**src/rtl/burst_crc_pkg.sv**
```systemverilog
package burst_crc_pkg;

    typedef enum logic [1:0] {
        CLS_CHECK  = 2'd0,
        CLS_SKIP   = 2'd1,
        CLS_IGNORE = 2'd2
    } burst_class_e;

    typedef enum logic [1:0] {
        S_IDLE  = 2'd0,
        S_SHIFT = 2'd1,
        S_JUDGE = 2'd2
    } chk_state_e;

    localparam logic [3:0] BT_PRIV   = 4'h0;
    localparam logic [3:0] BT_CTRL   = 4'h3;
    localparam logic [3:0] BT_MHDR   = 4'h4;
    localparam logic [3:0] BT_MCONT  = 4'h5;
    localparam logic [3:0] BT_DHDR   = 4'h6;
    localparam logic [3:0] BT_IDLE   = 4'h9;
    localparam logic [3:0] BT_SINGLE = 4'hB;

endpackage

```
**src/rtl/burst_mask_lut.sv**
```systemverilog
module burst_mask_lut
    import burst_crc_pkg::*;
#(
    parameter int TYPE_W = 4,
    parameter int CRC_W  = 16
) (
    input  logic [TYPE_W-1:0] burst_type,
    output logic [CRC_W-1:0]  mask,
    output burst_class_e      cls
);

    localparam logic [15:0] M_PRIV   = 16'h6969;
    localparam logic [15:0] M_CTRL   = 16'hA5A5;
    localparam logic [15:0] M_MHDR   = 16'hAAAA;
    localparam logic [15:0] M_DHDR   = 16'hCCCC;
    localparam logic [15:0] M_SINGLE = 16'h3333;

    always_comb begin
        mask = '0;
        cls  = CLS_SKIP;
        unique case (burst_type)
            BT_PRIV:   begin mask = CRC_W'(M_PRIV);   cls = CLS_CHECK;  end
            BT_CTRL:   begin mask = CRC_W'(M_CTRL);   cls = CLS_CHECK;  end
            BT_MHDR:   begin mask = CRC_W'(M_MHDR);   cls = CLS_CHECK;  end
            BT_DHDR:   begin mask = CRC_W'(M_DHDR);   cls = CLS_CHECK;  end
            BT_SINGLE: begin mask = CRC_W'(M_SINGLE); cls = CLS_CHECK;  end
            BT_IDLE:   begin cls = CLS_IGNORE; end
            default:   begin cls = CLS_SKIP;   end
        endcase
    end

endmodule

```
**src/rtl/crc16_serial.sv**
```systemverilog
module crc16_serial #(
    parameter int          CRC_W = 16,
    parameter logic [15:0] POLY  = 16'h1021
) (
    input  logic             clk,
    input  logic             rst_n,
    input  logic             clear,
    input  logic             shift_en,
    input  logic             bit_in,
    output logic [CRC_W-1:0] crc
);

    logic [CRC_W-1:0] crc_q;
    logic [CRC_W-1:0] crc_step;
    logic             fb;

    always_comb begin
        fb       = crc_q[CRC_W-1] ^ bit_in;
        crc_step = {crc_q[CRC_W-2:0], 1'b0};
        if (fb) crc_step = crc_step ^ CRC_W'(POLY);
    end

    always_ff @(posedge clk or negedge rst_n) begin
        if (!rst_n)        crc_q <= '0;
        else if (clear)    crc_q <= '0;
        else if (shift_en) crc_q <= crc_step;
    end

    assign crc = crc_q;

    assert_crc_hold_R3: assert property (@(posedge clk) disable iff (!rst_n)
        (!clear && !shift_en) |=> $stable(crc_q));

    assert_crc_clear_R3: assert property (@(posedge clk) disable iff (!rst_n)
        clear |=> (crc_q == '0));

endmodule

```
**src/rtl/burst_verdict.sv**
```systemverilog
module burst_verdict #(
    parameter int          CRC_W     = 16,
    parameter int          RES_W     = 3,
    parameter logic [2:0]  RAS_CODE  = 3'b100,
    parameter logic [7:0]  VETO_BYTE = 8'h68
) (
    input  logic [CRC_W-1:0] crc_calc,
    input  logic [CRC_W-1:0] crc_rx,
    input  logic [CRC_W-1:0] mask,
    input  logic [RES_W-1:0] reserved,
    input  logic [7:0]       byte1,
    input  logic             fec_err,
    input  logic             ras_enable,
    output logic             raw_ok,
    output logic             ras,
    output logic             ok
);

    logic res_match;
    logic vetoed;

    always_comb begin
        raw_ok    = (crc_calc == (crc_rx ^ mask));
        res_match = (reserved == RES_W'(RAS_CODE));
        vetoed    = (byte1 == VETO_BYTE);
        ras       = ras_enable && !raw_ok && !fec_err && res_match && !vetoed;
        ok        = raw_ok || ras;
    end

endmodule

```
**src/rtl/burst_crc_check.sv**
```systemverilog
module burst_crc_check
    import burst_crc_pkg::*;
#(
    parameter int DATA_W = 96,
    parameter int CRC_W  = 16,
    parameter int TYPE_W = 4,
    parameter int RES_W  = 3
) (
    input  logic              clk,
    input  logic              rst_n,
    input  logic              start,
    input  logic [TYPE_W-1:0] burst_type,
    input  logic [DATA_W-1:0] payload,
    input  logic [RES_W-1:0]  reserved,
    input  logic              fec_err,
    input  logic              ras_enable,
    output logic              done,
    output logic              crc_ok,
    output logic              crc_ok_raw,
    output logic              ras
);

    localparam int MSG_W = DATA_W - CRC_W;
    localparam int CNT_W = $clog2(MSG_W);
    localparam logic [CNT_W-1:0] LAST = CNT_W'(MSG_W - 1);
    localparam int B1_HI = DATA_W - 9;

    chk_state_e       state_q, state_d;
    logic [CNT_W-1:0] cnt_q;
    logic [MSG_W-1:0] msg_q;
    logic [CRC_W-1:0] rx_crc_q, mask_q;
    logic [RES_W-1:0] res_q;
    logic [7:0]       byte1_q;
    logic             fec_q, en_q, skip_q;

    logic [CRC_W-1:0] lut_mask;
    burst_class_e     lut_cls;
    logic [CRC_W-1:0] crc_val;
    logic             v_raw, v_ras, v_ok;
    logic             accept, shifting;

    burst_mask_lut #(.TYPE_W(TYPE_W), .CRC_W(CRC_W)) lut_i (
        .burst_type (burst_type),
        .mask       (lut_mask),
        .cls        (lut_cls)
    );

    assign accept   = (state_q == S_IDLE) && start && (lut_cls != CLS_IGNORE);
    assign shifting = (state_q == S_SHIFT);

    crc16_serial #(.CRC_W(CRC_W), .POLY(16'h1021)) crc_i (
        .clk      (clk),
        .rst_n    (rst_n),
        .clear    (accept),
        .shift_en (shifting),
        .bit_in   (msg_q[MSG_W-1]),
        .crc      (crc_val)
    );

    burst_verdict #(.CRC_W(CRC_W), .RES_W(RES_W)) verdict_i (
        .crc_calc   (crc_val),
        .crc_rx     (rx_crc_q),
        .mask       (mask_q),
        .reserved   (res_q),
        .byte1      (byte1_q),
        .fec_err    (fec_q),
        .ras_enable (en_q),
        .raw_ok     (v_raw),
        .ras        (v_ras),
        .ok         (v_ok)
    );

    // next-state logic
    always_comb begin
        state_d = state_q;
        unique case (state_q)
            S_IDLE: begin
                if (accept) state_d = (lut_cls == CLS_CHECK) ? S_SHIFT : S_JUDGE;
            end
            S_SHIFT: begin
                if (cnt_q == LAST) state_d = S_JUDGE;
            end
            S_JUDGE: state_d = S_IDLE;
            default: state_d = S_IDLE;
        endcase
    end

    // state register
    always_ff @(posedge clk or negedge rst_n) begin
        if (!rst_n) state_q <= S_IDLE;
        else        state_q <= state_d;
    end

    // capture and message shift
    always_ff @(posedge clk or negedge rst_n) begin
        if (!rst_n) begin
            cnt_q    <= '0;
            msg_q    <= '0;
            rx_crc_q <= '0;
            mask_q   <= '0;
            res_q    <= '0;
            byte1_q  <= '0;
            fec_q    <= 1'b0;
            en_q     <= 1'b0;
            skip_q   <= 1'b0;
        end else if (accept) begin
            cnt_q    <= '0;
            msg_q    <= payload[DATA_W-1:CRC_W];
            rx_crc_q <= payload[CRC_W-1:0];
            mask_q   <= lut_mask;
            res_q    <= reserved;
            byte1_q  <= payload[B1_HI -: 8];
            fec_q    <= fec_err;
            en_q     <= ras_enable;
            skip_q   <= (lut_cls == CLS_SKIP);
        end else if (shifting) begin
            cnt_q <= cnt_q + 1'b1;
            msg_q <= {msg_q[MSG_W-2:0], 1'b0};
        end
    end

    // outputs
    always_ff @(posedge clk or negedge rst_n) begin
        if (!rst_n) begin
            done       <= 1'b0;
            crc_ok     <= 1'b0;
            crc_ok_raw <= 1'b0;
            ras        <= 1'b0;
        end else if (accept) begin
            done       <= 1'b0;
            crc_ok     <= 1'b0;
            crc_ok_raw <= 1'b0;
            ras        <= 1'b0;
        end else if (state_q == S_JUDGE) begin
            done       <= 1'b1;
            crc_ok     <= skip_q ? 1'b0 : v_ok;
            crc_ok_raw <= skip_q ? 1'b0 : v_raw;
            ras        <= skip_q ? 1'b0 : v_ras;
        end
    end

    assert_ok_covers_ras_R7: assert property (@(posedge clk) disable iff (!rst_n)
        ras |-> crc_ok);

    assert_ras_only_on_fail_R5: assert property (@(posedge clk) disable iff (!rst_n)
        ras |-> !crc_ok_raw);

    assert_done_after_judge_R4: assert property (@(posedge clk) disable iff (!rst_n)
        $rose(done) |-> ($past(state_q) == S_JUDGE));

    assert_count_bound_R4: assert property (@(posedge clk) disable iff (!rst_n)
        (state_q == S_SHIFT) |-> (cnt_q <= LAST));

    assert_busy_start_ignored_R10: assert property (@(posedge clk) disable iff (!rst_n)
        (state_q == S_SHIFT && start) |=> ($stable(rx_crc_q) && $stable(mask_q)));

    assert_idle_type_ignored_R9: assert property (@(posedge clk) disable iff (!rst_n)
        (state_q == S_IDLE && start && lut_cls == CLS_IGNORE)
            |=> ($stable(done) && $stable(crc_ok) && state_q == S_IDLE));

endmodule

```
**config.mk**
```make
export PLATFORM = sky130hd
export DESIGN_NAME = burst_crc_check
export DESIGN_NICKNAME = d
export VERILOG_FILES = /design/src/rtl/burst_crc_pkg.sv /design/src/rtl/burst_mask_lut.sv /design/src/rtl/crc16_serial.sv /design/src/rtl/burst_verdict.sv /design/src/rtl/burst_crc_check.sv
export SDC_FILE = /design/constraint.sdc
export NUM_CORES = 1
export LEC_CHECK = 0
export CORE_AREA = 2 2 109 111
export CTS_BUF_LIST = sky130_fd_sc_hd__clkbuf_16
export DETAILED_ROUTE_END_ITERATION = 10
export DIE_AREA = 0 0 111 113
export DONT_BUFFER_PORTS = 1
export GPL_TIMING_DRIVEN = 0
export PLACE_DENSITY = 0.74
export SYNTH_ARGS = -nofsm -noshare
export SYNTH_HDL_FRONTEND = slang
export SYNTH_SLANG_ARGS = --single-unit
```
**constraint.sdc**
```tcl
create_clock -name clk -period 4.74 [get_ports clk]
set_input_delay 0.711 -clock clk [delete_from_list [all_inputs] [get_ports clk]]
set_output_delay 0.711 -clock clk [all_outputs]
set_load 0.05 [all_outputs]
```
== Word level (Yosys, flattened, before mapping) ==
Cells that the tools add are included.
Word-level totals
  register bits: 155
Cells by class
  add/subtract/negate cells: 1
  equality and inequality tests: 15
  mux-type cells: 24
  bitwise gates (word level): 3
  reductions and logical operators: 17
Operator list (number)
  80-bit two-way mux: 2
  16-bit case mux with 5 select lines: 1
  16-bit two-way mux: 2
  16-bit == test: 1
  16-bit XOR: 1
  7-bit two-way mux: 2
  13-bit two-way mux: 1
  1-bit two-way mux: 11
  4-bit by 3-bit == test with 1-bit output (second input constant): 2
  4-bit == test (second input constant): 2
  8-bit by 7-bit == test with 1-bit output (second input constant): 1
  2-bit case mux with 2 select lines: 2
  7-bit by 1-bit adder with 7-bit output (second input constant): 1
  7-bit == test (second input constant): 1
  1-bit logical AND: 6
  2-bit two-way mux: 3
  2-bit inequality test (second input constant): 3
  5-bit OR reduction: 1
  2-bit by 1-bit == test with 1-bit output (second input constant): 2
  4-bit by 2-bit == test with 1-bit output (second input constant): 1
  2-bit zero test: 2
  4-bit zero test: 1
  2-bit nonzero test: 2
  3-bit == test (second input constant): 1
  other kinds (6): 8

== Longest topological paths before layout ==
  depth after elaboration: 11
  depth in mapped cells: 8
  depth with buffers taken out: 5

== Cells and area by module ==
A second synthesis with hierarchy kept.
Second synthesis, totals
  cell total of the unflattened synthesis: 576
  area total of the unflattened synthesis: 7395.8 µm²
Modules (own cells, without submodules)
  burst_crc_check: instances 1, cells each 459, area an instance 6038.3 µm²
  crc16_serial: instances 1, cells each 58, area an instance 688.2 µm²
  burst_verdict: instances 1, cells each 28, area an instance 454.2 µm²
  burst_mask_lut: instances 1, cells each 31, area an instance 215.2 µm²

== Least setup slack after synthesis ==
OpenSTA, ideal clock, no wires.
  path type: input to register
  start point: in burst_type[2]
  end point: reg msg_q[10]
  setup time: 122 ps
  arrival: 1863 ps
  required time: 4618 ps
  path slack: 2755 ps
  cell stages on the path: 8
  path buffers: 4
  cells stage by stage: buf_6 > nand4bb_4 > and3_1 > clkbuf_2 > buf_6 > buf_6 > a22oi_2 > nand2_1
On the way
  word-level cells in the longest chain between the ends: 6
  elaborated cells between the ends (all ways): 12
  those cells by class: 6 x eq/ne; 2 x mux; 4 x reduce/logical
Ends and longest elaborated chain
  start: declaration: RTL line burst_crc_check.sv:12  | input logic [TYPE_W-1:0] burst_type,
  4-bit by 2-bit == test with 1-bit output, or another cell as far along: RTL line burst_mask_lut.sv:21  | unique case (burst_type)
  5-bit OR reduction (no line)
  2-bit case mux with 2 select lines (*): RTL line burst_mask_lut.sv:21
  2-bit inequality test (*): RTL line burst_crc_check.sv:48  | assign accept = (state_q == S_IDLE) && start && (lut_cls != CLS_IGNORE);
  1-bit logical AND (*): RTL line burst_crc_check.sv:48
  80-bit two-way mux or 2-bit nonzero test (tied branches)
  end signal: assignment: RTL line burst_crc_check.sv:108  | msg_q <= payload[DATA_W-1:CRC_W];
  end signal: assignment: RTL line burst_crc_check.sv:118  | msg_q <= {msg_q[MSG_W-2:0], 1'b0};
  end: declaration: RTL line burst_crc_check.sv:30  | logic [MSG_W-1:0] msg_q;
Mark *: on every way between the ends. The rest lies on a longest branch, timed or not.
A chain may end at the register's enable or synchronous reset.

== Final worst setup path ==
  start point: reg crc_i.crc_q[8] (netlist: crc_i.crc[8])
  end point: reg ras
On the way
  word-level cells in the longest chain between the ends: 9
Ends and longest elaborated chain
  start: declaration: RTL line crc16_serial.sv:13  | logic [CRC_W-1:0] crc_q;
  start signal: assignment: RTL line crc16_serial.sv:26  | else if (shift_en) crc_q <= crc_step;
  16-bit == test: RTL line burst_verdict.sv:23  | raw_ok = (crc_calc == (crc_rx ^ mask));
  1-bit zero test: RTL line burst_verdict.sv:26  | ras = ras_enable && !raw_ok && !fec_err && res_match && !vetoed;
  1-bit logical AND (4 in series): RTL line burst_verdict.sv:26
  1-bit two-way mux: RTL line burst_crc_check.sv:138  | ras <= skip_q ? 1'b0 : v_ras;
  1-bit two-way mux: RTL line burst_crc_check.sv:134  | end else if (state_q == S_JUDGE) begin
  1-bit two-way mux: RTL line burst_crc_check.sv:129  | end else if (accept) begin
  end signal: assignment: RTL line burst_crc_check.sv:138
  end: declaration: RTL line burst_crc_check.sv:20  | output logic ras
No other way between the ends. The select of a mux whose other input is x is not followed.

==> impl_metrics.toml <==
[setup_path]
crit_path_max_fanout = 3
max_stage_delay_ns = 0.66
arrival_ns = 2.20
critPathSlowestCell = "nor4_1"
crit_required_ns = 5.00
end_kind = "register"
cp_cell_sequence = "xnor3_1, nand4_1, nor4_1, o21ai_0"
crit_path_start_kind = "register"
worst-setup-path-type = "register to register"

[synthesis]
synth-seq-cells = 147
synthFlopType = "dfrtp_1"
post_synth_num_cell_types = 38
muxShareOfSynthArea_pct = 1.50
synth_top_area_cell = "dfrtp_1"
yosysSeqAreaShare_pct = 55.0
synthAdderAreaFrac_pct = 0.187
synthesis.area_sq_um = 6690
ys_top_cells_by_area = "dfrtp_1 (55%), nand2_1 (16%), a22oi_1 (5.7%)"
synth_top_area_share_pct = 55.0
syn_inst = 664
synth_compound_area_share_pct = 13.7
synthesis.nets = 773
synth_area_per_cell_sq_um = 10.1
synth-simple-area-share_pct = 19.3
yosys_warnings = 0
synth_top_family_by_area = "simple AND/OR/NAND/NOR gates"
synth_edf_count = 0
synth_xor_xnor_area_share_pct = 6.56
synthArstFlopShare_pct = 100

[finish]
ff_latch_area_sq_um = 3680
finalNonFillerCells = 835
final_nets = 793
multiInputGateArea_sq_um = 2760
fillers = 891
final_common_cell = "nand2_1"
syn_to_final_growth_pct = 9.98
fin_util_pct = 65.3
layout_common_cells = "nand2_1 (284), dfrtp_1 (147), a22oi_1 (51)"
layout-drive-gt1-share_pct = 9.26

[detailed_routing]
vias_per_cell = 5.69
wire_per_inst_um = 17.3
top_layer_used = "met4"
wl_met2_um = 6820
routed_wl_um = 14400
route.detailed.drc = 0
met1Wirelength_um = 6540
dr_wl_met3_um = 831
initialDrtViolationCount = 437
antenna_left = 0
firstDrtPassIters = 4
num_vias = 4753

[die]
die-area_sq_um = 12500
row_count = 39
start_util_pct = 59.4
die_w_um = 111
fp.coreArea_sq_um = 11300
fp.dieH_um = 113
io_pins = 112

[sta]
finalSetupViolations = 0
hold_viol_final = 0
fin_skew_ns = 0.0110
final_max_slew_viol_count = 0
period_needed_ns = 1.94
slew_headroom_pct = 50.4
fin_crit_sh_pct = 41.0
rsz0062_at_grt = "no"
fmax_ghz = 0.515
worst_slew_pin_slew_ns = 0.744
setup-tns-final_ns = 0

[power_and_ir_drop]
powerDensity_nw_per_um2 = 323
ir_drop_mv = 0.275
p_leak_nw = 3.76

[grt]
grt_use_total_pct = 24.1
grt_pass1_vias = 4772
antenna_found_initial = 1
grt_first_pass_wirelength_um = 23600
grt_start_max_net_pins = 148
overflow = 0

[cts]
cts-root-buf = "clkbuf_16"
htree_levels = 4
post_cts_buffers = 0
clkTransAtPathRegs_ns = 0.05
cts_buffer_depth = 2
cts_sinks = 147
cts_buffers = 17
cts_tree = "built"
clk_latency_ns = 0.42

[flow_run]
maxCapViolCount = 0

[placed_design]
port_buffers = 0
place_hpwl_um = 9970
numPlacedInstances = 807
place_congestion = 0.779

[min_path]
hp-class = "input pin to asynchronous set/reset pin"

[outcome]
status = "complete, no violations"
[layer usage]
metal,track usage (%),up-vias
met5,0,-
met4,8.00,0
met3,6.64,16
met2,38.1,140
met1,32.7,2314
li1,-,2283
[Yosys cell counts, drive strengths merged, types with 2 or more instances]
cell / n
a21oi: 5
a22oi: 71
a31oi: 4
and3: 3
buf: 23
clkbuf: 20
dfrtp: 147
inv: 2
mux2i: 10
nand2: 284
nand3: 2
nand4: 5
nand4b: 2
nor2: 5
nor2b: 3
nor3: 2
nor4: 2
nor4b: 2
o21ai: 31
o22ai: 2
o2bb2ai: 2
o31ai: 2
or3: 2
xnor2: 3
xnor3: 16
xor2: 6
[final cells by class]
type / instances / area share [%]
clock buffer: 17 / 5.78
inverter: 2 / 0.102
clock inverter: 9 / 0.459
timing repair buffer: 1 / 0.374
tap: 143 / 2.43
sequential: 147 / 50.0
antenna: 1 / 0.0340
multi-input combinational: 472 / 37.5
buffer: 43 / 3.37
[kinds of logic after synthesis]
| logic type | Yosys count |
|---|---|
| flops | 147 |
| xor+xnor | 25 |
| simple gates | 317 |
| fa+ha+maj | 1 |
| compound gates | 119 |
| mux | 10 |
| buf+inv | 45 |
[final timing paths]
check / start / end / slack [ns] / depth (start not counted)
min in group clk: burst_type[3] / mask_q[7] / 0.39 / 1
hold reg to reg: byte1_q[5] / byte1_q[5] / 0.47 / 2
max in group asynchronous: rst_n / mask_q[8] / 3.90 / 1
setup reg to reg: crc_i.crc[8] / ras / 2.80 / 4
hold / removal: rst_n / msg_q[9] / 0.24 / 1
setup / recovery: crc_i.crc[8] / ras / 2.80 / 4
[flip-flops by register name, indices dropped and copies added (netlist names)]
| name | flops |
|---|---|
| done | 1 |
| fec_q | 1 |
| cnt_q | 7 |
| res_q | 3 |
| rx_crc_q | 16 |
| mask_q | 8 |
| en_q | 1 |
| ras | 1 |
| crc_ok | 1 |
| state_q | 2 |
| crc_ok_raw | 1 |
| crc_i.crc | 16 |
| skip_q | 1 |
| byte1_q | 8 |
| msg_q | 80 |
[through the flow]
step | power, mW | area [sq um] | hold slack (ns) | worst slack [ns]
floorplan | 1.29 | 6690 | 0.415 | 2.75
global placement | 1.29 | 6870 | 0.419 | 2.62
detailed placement | 1.29 | 6870 | 0.419 | 2.58
CTS | 2.40 | 7360 | 0.329 | 2.77
global route | 2.47 | 7360 | 0.349 | 2.70
finish | 2.38 | 7360 | 0.240 | 2.80
[what timing repair did]
action / in CTS / in global routing
resized for setup: 0 / 0
hold buffers: 1 / 0
hold endpoints to repair: 147 / 0
[report_power, final]
group          leakage [nW]  switching, mW  internal (mW)
Clock                 0.242          0.452          0.631
Combinational          1.54         0.0295        0.00875
Sequential             1.97              0           1.26
Total                  3.76          0.482           1.90
[worst max-delay path: cells and delay by family, from the launching register on]
family / cells / cell delay [ns]
flops: 1 / 0.42
compound gates: 1 / 0.23
simple gates: 2 / 0.75
xor+xnor: 1 / 0.40
Power figures use the tool's default switching activity.
